`config.mk`:
```
export PLATFORM = sky130hd
export DESIGN_NAME = lp_clk_sequencer
export DESIGN_NICKNAME = d
export VERILOG_FILES = /design/src/rtl/lpcs_pkg.sv /design/src/rtl/lpcs_warm_timer.sv /design/src/rtl/lpcs_fsm.sv /design/src/rtl/lpcs_gate_decode.sv /design/src/rtl/lp_clk_sequencer.sv
export SDC_FILE = /design/constraint.sdc
export NUM_CORES = 1
export LEC_CHECK = 0
export BUFFER_PORTS_ARGS = -buffer_cell sky130_fd_sc_hd__buf_2
export CAP_MARGIN = 25
export CORE_MARGIN = 3
export CORE_UTILIZATION = 35
export CTS_CLUSTER_SIZE = 28
export DETAILED_ROUTE_END_ITERATION = 10
export PLACE_DENSITY = 0.61
export SYNTH_ARGS = -nofsm -noshare
export SYNTH_HDL_FRONTEND = slang
export SYNTH_SLANG_ARGS = --single-unit
export TNS_END_PERCENT = 30
```
`constraint.sdc`:
```
create_clock -name clk -period 1.3 [get_ports clk]
set_input_delay 0.13 -clock clk [delete_from_list [all_inputs] [get_ports clk]]
set_output_delay 0.13 -clock clk [all_outputs]
set_load 0.005 [all_outputs]
```
`src/rtl/lpcs_pkg.sv`:
```
package lpcs_pkg;

  localparam int NUM_DOM = 4;
  localparam int DOM_CPU = 0;
  localparam int DOM_FLASH = 1;
  localparam int DOM_SRAM = 2;
  localparam int DOM_PERIPH = 3;

  typedef enum logic [2:0] {
    SQ_RUN        = 3'd0,
    SQ_ENTER      = 3'd1,
    SQ_LOWPWR     = 3'd2,
    SQ_OSC_WAIT   = 3'd3,
    SQ_PLL_WAIT   = 3'd4,
    SQ_FLASH_WARM = 3'd5
  } seq_state_e;

  typedef enum logic [1:0] {
    LPK_WAIT = 2'd0,
    LPK_DOZE = 2'd1,
    LPK_STOP = 2'd2
  } lp_kind_e;

  localparam logic [2:0] REQ_WAIT = 3'b001;
  localparam logic [2:0] REQ_DOZE = 3'b010;
  localparam logic [2:0] REQ_STOP = 3'b011;

  localparam logic [1:0] OPT_ALL_ON = 2'b00;
  localparam logic [1:0] OPT_PLL_OFF = 2'b01;
  localparam logic [1:0] OPT_NO_CLKOUT = 2'b11;

endpackage

```
`src/rtl/lpcs_warm_timer.sv`:
```
module lpcs_warm_timer #(
  parameter int WARM_CYCLES = 16
) (
  input  logic clk,
  input  logic rst_n,
  input  logic run_i,
  output logic done_o
);

  localparam int CW = $clog2(WARM_CYCLES + 1);
  localparam logic [CW-1:0] LAST = CW'(WARM_CYCLES - 1);

  logic [CW-1:0] cnt_q, cnt_d;
  logic          cnt_en;

  // Counter advances only while warm-up runs, clears otherwise
  assign cnt_en = run_i || (cnt_q != '0);

  always_comb begin
    if (!run_i)            cnt_d = '0;
    else if (cnt_q == LAST) cnt_d = cnt_q;
    else                   cnt_d = cnt_q + 1'b1;
  end

  always_ff @(posedge clk or negedge rst_n) begin
    if (!rst_n)      cnt_q <= '0;
    else if (cnt_en) cnt_q <= cnt_d;
  end

  assign done_o = run_i && (cnt_q == LAST);

  p_cnt_in_range_r5: assert property (@(posedge clk) disable iff (!rst_n)
    cnt_q <= LAST);

  p_cnt_clears_r5: assert property (@(posedge clk) disable iff (!rst_n)
    !run_i |=> cnt_q == '0);

endmodule

```
`src/rtl/lpcs_fsm.sv`:
```
module lpcs_fsm
  import lpcs_pkg::*;
(
  input  logic       clk,
  input  logic       rst_n,
  input  logic [2:0] mode_req,
  input  logic       wake_evt,
  input  logic [1:0] stop_opt,
  input  logic       fast_wake,
  input  logic       ext_clk_mode,
  input  logic       osc_ready,
  input  logic       pll_lock,
  input  logic       warm_done,
  output seq_state_e state_o,
  output lp_kind_e   lp_kind_o,
  output logic [1:0] opt_o
);

  seq_state_e state_q, state_d;
  lp_kind_e   kind_q, kind_d;
  logic [1:0] opt_q, opt_d;
  logic       pend_q, pend_d;
  logic       wake;
  logic       skip_src;

  assign wake     = wake_evt || pend_q;
  assign skip_src = fast_wake || ext_clk_mode;

  always_comb begin
    state_d = state_q;
    kind_d  = kind_q;
    opt_d   = opt_q;
    pend_d  = pend_q;
    case (state_q)
      SQ_RUN: begin
        pend_d = 1'b0;
        case (mode_req)
          REQ_WAIT: begin state_d = SQ_ENTER; kind_d = LPK_WAIT; end
          REQ_DOZE: begin state_d = SQ_ENTER; kind_d = LPK_DOZE; end
          REQ_STOP: begin state_d = SQ_ENTER; kind_d = LPK_STOP; opt_d = stop_opt; end
          default:  state_d = SQ_RUN;
        endcase
      end
      SQ_ENTER: begin
        state_d = SQ_LOWPWR;
        if (wake_evt) pend_d = 1'b1;
      end
      SQ_LOWPWR: begin
        if (wake) begin
          pend_d = 1'b0;
          if (kind_q != LPK_STOP || skip_src) state_d = SQ_FLASH_WARM;
          else if (opt_q[1])                  state_d = SQ_OSC_WAIT;
          else if (opt_q == OPT_PLL_OFF)      state_d = SQ_PLL_WAIT;
          else                                state_d = SQ_FLASH_WARM;
        end
      end
      SQ_OSC_WAIT:   if (osc_ready) state_d = SQ_PLL_WAIT;
      SQ_PLL_WAIT:   if (pll_lock)  state_d = SQ_FLASH_WARM;
      SQ_FLASH_WARM: if (warm_done) state_d = SQ_RUN;
      default:       state_d = SQ_RUN;
    endcase
  end

  always_ff @(posedge clk or negedge rst_n) begin
    if (!rst_n) begin
      state_q <= SQ_RUN;
      kind_q  <= LPK_WAIT;
      opt_q   <= OPT_ALL_ON;
      pend_q  <= 1'b0;
    end else begin
      state_q <= state_d;
      kind_q  <= kind_d;
      opt_q   <= opt_d;
      pend_q  <= pend_d;
    end
  end

  assign state_o   = state_q;
  assign lp_kind_o = kind_q;
  assign opt_o     = opt_q;

  p_wake_held_r10: assert property (@(posedge clk) disable iff (!rst_n)
    (state_q == SQ_ENTER && wake_evt) |=> (state_q == SQ_LOWPWR && pend_q));

  p_osc_hold_r6: assert property (@(posedge clk) disable iff (!rst_n)
    (state_q == SQ_OSC_WAIT && !osc_ready) |=> state_q == SQ_OSC_WAIT);

  p_pll_hold_r6: assert property (@(posedge clk) disable iff (!rst_n)
    (state_q == SQ_PLL_WAIT && !pll_lock) |=> state_q == SQ_PLL_WAIT);

  p_skip_waits_r7: assert property (@(posedge clk) disable iff (!rst_n)
    (state_q == SQ_LOWPWR && wake_evt && skip_src) |=> state_q == SQ_FLASH_WARM);

  p_lowpwr_stays_r3: assert property (@(posedge clk) disable iff (!rst_n)
    (state_q == SQ_LOWPWR && !wake) |=> state_q == SQ_LOWPWR);

endmodule

```
`src/rtl/lpcs_gate_decode.sv`:
```
module lpcs_gate_decode
  import lpcs_pkg::*;
(
  input  seq_state_e         state_i,
  input  lp_kind_e           kind_i,
  input  logic [1:0]         opt_i,
  output logic [NUM_DOM-1:0] dom_o,
  output logic               pll_en_o,
  output logic               osc_en_o,
  output logic               clkout_en_o
);

  logic in_stop;
  logic no_clkout;

  assign in_stop   = (kind_i == LPK_STOP);
  assign no_clkout = in_stop && (opt_i == OPT_NO_CLKOUT);

  always_comb begin
    dom_o       = '1;
    pll_en_o    = 1'b1;
    osc_en_o    = 1'b1;
    clkout_en_o = 1'b1;
    case (state_i)
      SQ_LOWPWR: begin
        if (in_stop) begin
          dom_o       = '0;
          pll_en_o    = (opt_i == OPT_ALL_ON);
          osc_en_o    = !opt_i[1];
          clkout_en_o = (opt_i == OPT_ALL_ON);
        end else begin
          dom_o             = '0;
          dom_o[DOM_PERIPH] = 1'b1;
        end
      end
      SQ_OSC_WAIT, SQ_PLL_WAIT: begin
        dom_o       = '0;
        clkout_en_o = !no_clkout;
      end
      SQ_FLASH_WARM: begin
        dom_o             = '0;
        dom_o[DOM_FLASH]  = 1'b1;
        dom_o[DOM_PERIPH] = 1'b1;
        clkout_en_o       = !no_clkout;
      end
      default: ;
    endcase
  end

endmodule

```
`src/rtl/lp_clk_sequencer.sv`:
```
module lp_clk_sequencer
  import lpcs_pkg::*;
#(
  parameter int WARM_CYCLES = 16
) (
  input  logic       clk,
  input  logic       rst_n,
  input  logic [2:0] mode_req,
  input  logic       wake_evt,
  input  logic [1:0] stop_opt,
  input  logic       fast_wake,
  input  logic       ext_clk_mode,
  input  logic       osc_ready,
  input  logic       pll_lock,
  input  logic [3:0] local_dis,
  output logic       cpu_clk_en,
  output logic       flash_clk_en,
  output logic       sram_clk_en,
  output logic       periph_clk_en,
  output logic       pll_en,
  output logic       osc_en,
  output logic       clkout_en
);

  localparam int CW = $clog2(WARM_CYCLES + 1);

  logic [1:0]         rst_sync_q;
  logic               rst_int_n;
  seq_state_e         state;
  lp_kind_e           kind;
  logic [1:0]         opt;
  logic               warm_done;
  logic [NUM_DOM-1:0] dom_raw;
  logic [NUM_DOM-1:0] dom_en;

  // Reset asserts at once, releases after two clock edges
  always_ff @(posedge clk or negedge rst_n) begin
    if (!rst_n) rst_sync_q <= 2'b00;
    else        rst_sync_q <= {rst_sync_q[0], 1'b1};
  end
  assign rst_int_n = rst_sync_q[1];

  lpcs_fsm i_fsm (
    .clk          (clk),
    .rst_n        (rst_int_n),
    .mode_req     (mode_req),
    .wake_evt     (wake_evt),
    .stop_opt     (stop_opt),
    .fast_wake    (fast_wake),
    .ext_clk_mode (ext_clk_mode),
    .osc_ready    (osc_ready),
    .pll_lock     (pll_lock),
    .warm_done    (warm_done),
    .state_o      (state),
    .lp_kind_o    (kind),
    .opt_o        (opt)
  );

  lpcs_warm_timer #(.WARM_CYCLES(WARM_CYCLES)) i_warm (
    .clk    (clk),
    .rst_n  (rst_int_n),
    .run_i  (state == SQ_FLASH_WARM),
    .done_o (warm_done)
  );

  lpcs_gate_decode i_dec (
    .state_i     (state),
    .kind_i      (kind),
    .opt_i       (opt),
    .dom_o       (dom_raw),
    .pll_en_o    (pll_en),
    .osc_en_o    (osc_en),
    .clkout_en_o (clkout_en)
  );

  // Local disables gate each domain after the global decision
  for (genvar g = 0; g < NUM_DOM; g++) begin : g_local
    assign dom_en[g] = dom_raw[g] & ~local_dis[g];
  end

  assign cpu_clk_en    = dom_en[DOM_CPU];
  assign flash_clk_en  = dom_en[DOM_FLASH];
  assign sram_clk_en   = dom_en[DOM_SRAM];
  assign periph_clk_en = dom_en[DOM_PERIPH];

  // Checker: consecutive cycles with Flash clocked and CPU gated
  logic [CW:0] flash_only_q;
  always_ff @(posedge clk or negedge rst_int_n) begin
    if (!rst_int_n) flash_only_q <= '0;
    else if (dom_raw[DOM_FLASH] && !dom_raw[DOM_CPU])
      flash_only_q <= (&flash_only_q) ? flash_only_q : flash_only_q + 1'b1;
    else
      flash_only_q <= '0;
  end

  p_flash_before_cpu_r5: assert property (@(posedge clk) disable iff (!rst_int_n)
    (dom_raw[DOM_CPU] && !$past(dom_raw[DOM_CPU])) |-> flash_only_q >= (CW+1)'(WARM_CYCLES));

  p_stop_all_off_r3: assert property (@(posedge clk) disable iff (!rst_int_n)
    (state == SQ_LOWPWR && kind == LPK_STOP) |-> dom_raw == '0);

  p_idle_periph_only_r2: assert property (@(posedge clk) disable iff (!rst_int_n)
    (state == SQ_LOWPWR && kind != LPK_STOP) |-> (dom_raw[DOM_PERIPH] && !dom_raw[DOM_CPU]));

  p_clkout_follows_pll_r4: assert property (@(posedge clk) disable iff (!rst_int_n)
    (state == SQ_LOWPWR && kind == LPK_STOP) |-> clkout_en == pll_en);

  always_comb begin
    p_local_and_r11: assert (!(cpu_clk_en && local_dis[DOM_CPU]) &&
                             !(periph_clk_en && local_dis[DOM_PERIPH]));
  end

endmodule

```
==> out/results.tsv <==
stage	metric	value	unit
floorplanning	start_util	38.5	%
routing	drt_first_pass_iters	4	
power_and_ir_drop	p_per_area	2090	mW/mm^2
worst_setup_path	r2r_cells	6	
min_path	min_path_type	input pin to flop	
clocking	cts_num_sinks	15	
synthesis	synth_top_flop_cell	dfrtp_1	
floorplanning	die_y	56.5	um
global_route	overflow	0	
sta	period_needed	1.72	ns
placement	dp_hpwl	1.66	mm
global_route	grt_max_degree	14	
sta	worst_slack	-0.420	ns
status	status	finished, violations left	
routing	postRouteAntennaNets	0	
synthesis	syn_nets	114	
layout	final_cells	177	
clocking	clk_pin_slew_worst_paths	0.10	ns
clocking	clk_latency	0.29	ns
synthesis	synthCells	94	
layout	nets	170	
layout	diodes	0	
sta	rsz0062_at_grt	true	
floorplanning	rows	17	
synthesis	ys_types	32	
status	violations	setup timing	
synthesis	syn_area_per_cell	9.49	um^2
clocking	cts_tree	yes	
floorplanning	die_area	0.00319	mm^2
flow_run	maxCapViolations	0	
worst_setup_path	crit_required	1.17	ns
floorplanning	io_pins	23	
worst_setup_path	reg2reg_slack	-0.38	ns
worst_setup_path	reg2reg_from	i_fsm.state_o[1]	
placement	gp_congestion	0.776	
global_route	grt_pass1_vias	950	
placement	port_buffers	22	
power_and_ir_drop	p_leak	0.688	nW
worst_setup_path	worst-path-max-fanout	4	
clocking	htree_levels	1	
routing	wire_per_inst	15.7	um
synthesis	ys_seq_elements	15	
sta	slew_violations	0	
synthesis	yosysSeqAreaShare	42.1	%
routing	vias	911	
clocking	root_buffer	clkbuf_4	
sta	finalHoldViolCount	0	
sta	max-slew-margin-rel	63.5	%
worst_setup_path	crit_type	flop to primary output	
min_path	min_from	mode_req[0]	
global_route	grt_pass1_wl	4.08	mm
worst_setup_path	startpoint_type	flop	
floorplanning	die_w	56.5	um
clocking	cts_made_buffers	3	
routing	vias_per_cell	5.15	
global_route	antenna_found_initial	0	
routing	drcViolationCount	0	
sta	finalSetupTns	-3.69	ns
sta	timing.fmax	581	MHz
sta	whs	0.0362	ns
synthesis	synth-async-reset-ratio	100	%
min_path	worst_hold_path.endpoint	i_fsm.lp_kind_o[0]	
sta	worstMarginPinSlew	0.547	ns
routing	drt_iter0_drc	17	
floorplanning	coreArea	0.00232	mm^2
sta	period_share	132	%
power_and_ir_drop	ir_drop	1.76	mV
worst_setup_path	reg2reg_to	i_warm.cnt_q[0]	
min_path	worstHoldPathCells	2	
global_route	grt.total_usage	16.6	%
routing	totalWireLength	2.78	mm
layout	drive_above_1_share	60.4	%
worst_setup_path	cp-end-kind	primary output	
sta	finalSetupViolations	18	
synthesis	yosysWarningCount	0	
placement	dpl.cell_count	158	
synthesis	synth-edff-count	0	
layout	area_growth	67.0	%
synthesis	synth.cell_area	892	um^2
sta	skew	0.00696	ns
worst_setup_path	worstPathArrival	1.59	ns
clocking	clk_path_buf_depth	2	
cell families after synthesis:
family / count (synthesis) / share of synthesized area (%)
multiplexers: 4 / 5.47
AND/OR/NAND/NOR: 38 / 25.0
buffers and inverters: 9 / 4.91
adder cells (fa/ha/maj): 4 / 5.61
XOR/XNOR: 2 / 1.96
AO/OA/AOI/OAI: 21 / 14.6
flip-flops: 15 / 42.1
other: 1 / 0.420
power by group:
| group | internal, W | switching (W) | total (W) | leakage (nW) |
|---|---|---|---|---|
| Combinational | 0.00116 | 0.000892 | 0.00205 | 0.486 |
| Clock | 0.000117 | 0.000167 | 0.000285 | 0.0139 |
| Sequential | 0.000609 | 0.000165 | 0.000774 | 0.189 |
| Total | 0.00189 | 0.00123 | 0.00311 | 0.688 |
synth_stat cells (all sizes together) (2+ instances only):
cell / instances / area share, %
ha: 4 / 5.6
and3: 2 / 1.5
nor2b: 3 / 2.1
a21oi: 7 / 3.9
nor3: 4 / 2.2
a31oi: 2 / 1.4
buf: 3 / 2.4
nand2: 7 / 2.9
nor2: 13 / 5.5
dfrtp: 15 / 42
mux2: 4 / 5.5
inv: 6 / 2.5
o21ai: 5 / 2.8
or3: 2 / 1.4
a211oi: 2 / 1.7
a22o: 2 / 2.0
per-stage QoR:
stage                     power (W)  instance area [um^2]  utilization, %  setup WS [ns]
after floorplan             0.00147                   912               -         -0.217
after global placement      0.00191                  1160            50.2         -0.188
after detailed placement    0.00195                  1160            50.2         -0.238
after CTS                   0.00269                  1360            58.6         -0.293
after global routing        0.00330                  1490            64.3         -0.481
final                       0.00311                  1490            64.3         -0.420
worst max-delay path by stage:
stage                          start              end  slack [ns]  cells after the start
floorplan            i_warm.cnt_q[1]  i_warm.cnt_q[0]       -0.22                      5
global placement     i_warm.cnt_q[1]  i_warm.cnt_q[0]       -0.19                      5
detailed placement   i_warm.cnt_q[1]  i_warm.cnt_q[0]       -0.24                      5
CTS                 i_fsm.state_o[0]    periph_clk_en       -0.29                      4
global route        i_fsm.state_o[1]    periph_clk_en       -0.48                      5
finish              i_fsm.state_o[1]    periph_clk_en       -0.42                      5
registers in the layout (all words and copies together) (netlist names):
register / count
i_warm.cnt_q: 5
rst_sync_q: 2
i_fsm.pend_q: 1
i_fsm.state_o: 3
i_fsm.lp_kind_o: 2
i_fsm.opt_o: 2
placed cells by master, fill, tap and decap left out, drive strengths merged, types with 3 or more instances in the layout:
| cell type | count |
|---|---|
| a21oi | 7 |
| nand2 | 7 |
| ha | 4 |
| clkbuf | 3 |
| nor2b | 3 |
| inv | 6 |
| nor2 | 13 |
| dfrtp | 15 |
| nor3 | 4 |
| buf | 53 |
| mux2 | 4 |
| o21ai | 5 |
cell type report:
cell class	instances	area (um^2)
Clock buffer	3	22.5
Sequential cell	15	378
Multi-Input combinational cell	70	628
Clock inverter	1	7.51
Tap cell	28	35.0
Timing Repair Buffer	54	392
Fill cell	184	828
Inverter	6	27.5
worst max-delay path: stages (launching register included):
cell,delay [ns]
dfrtp_2,0.42
buf_4,0.12
nand2_2,0.07
or3_4,0.36
a31oi_4,0.18
buf_2,0.14
repair_timing:
item	4_1_cts	5_1_grt
endpoints found under the setup margin	18	19
gates resized for setup	23	23
hold endpoints to repair	2	0
buffers inserted	9	6
hold buffers	1	0
pin swaps	4	11
metal layers:
metal	vias to the layer above	part of all wire, %	GRT usage, %
li1	444	-	-
met1	426	41	18.7
met2	33	51	28.1
met3	8	4.4	2.99
met4	0	3.7	11.2
met5	-	0	0
No activity file was read; power rests on OpenSTA's default activity.
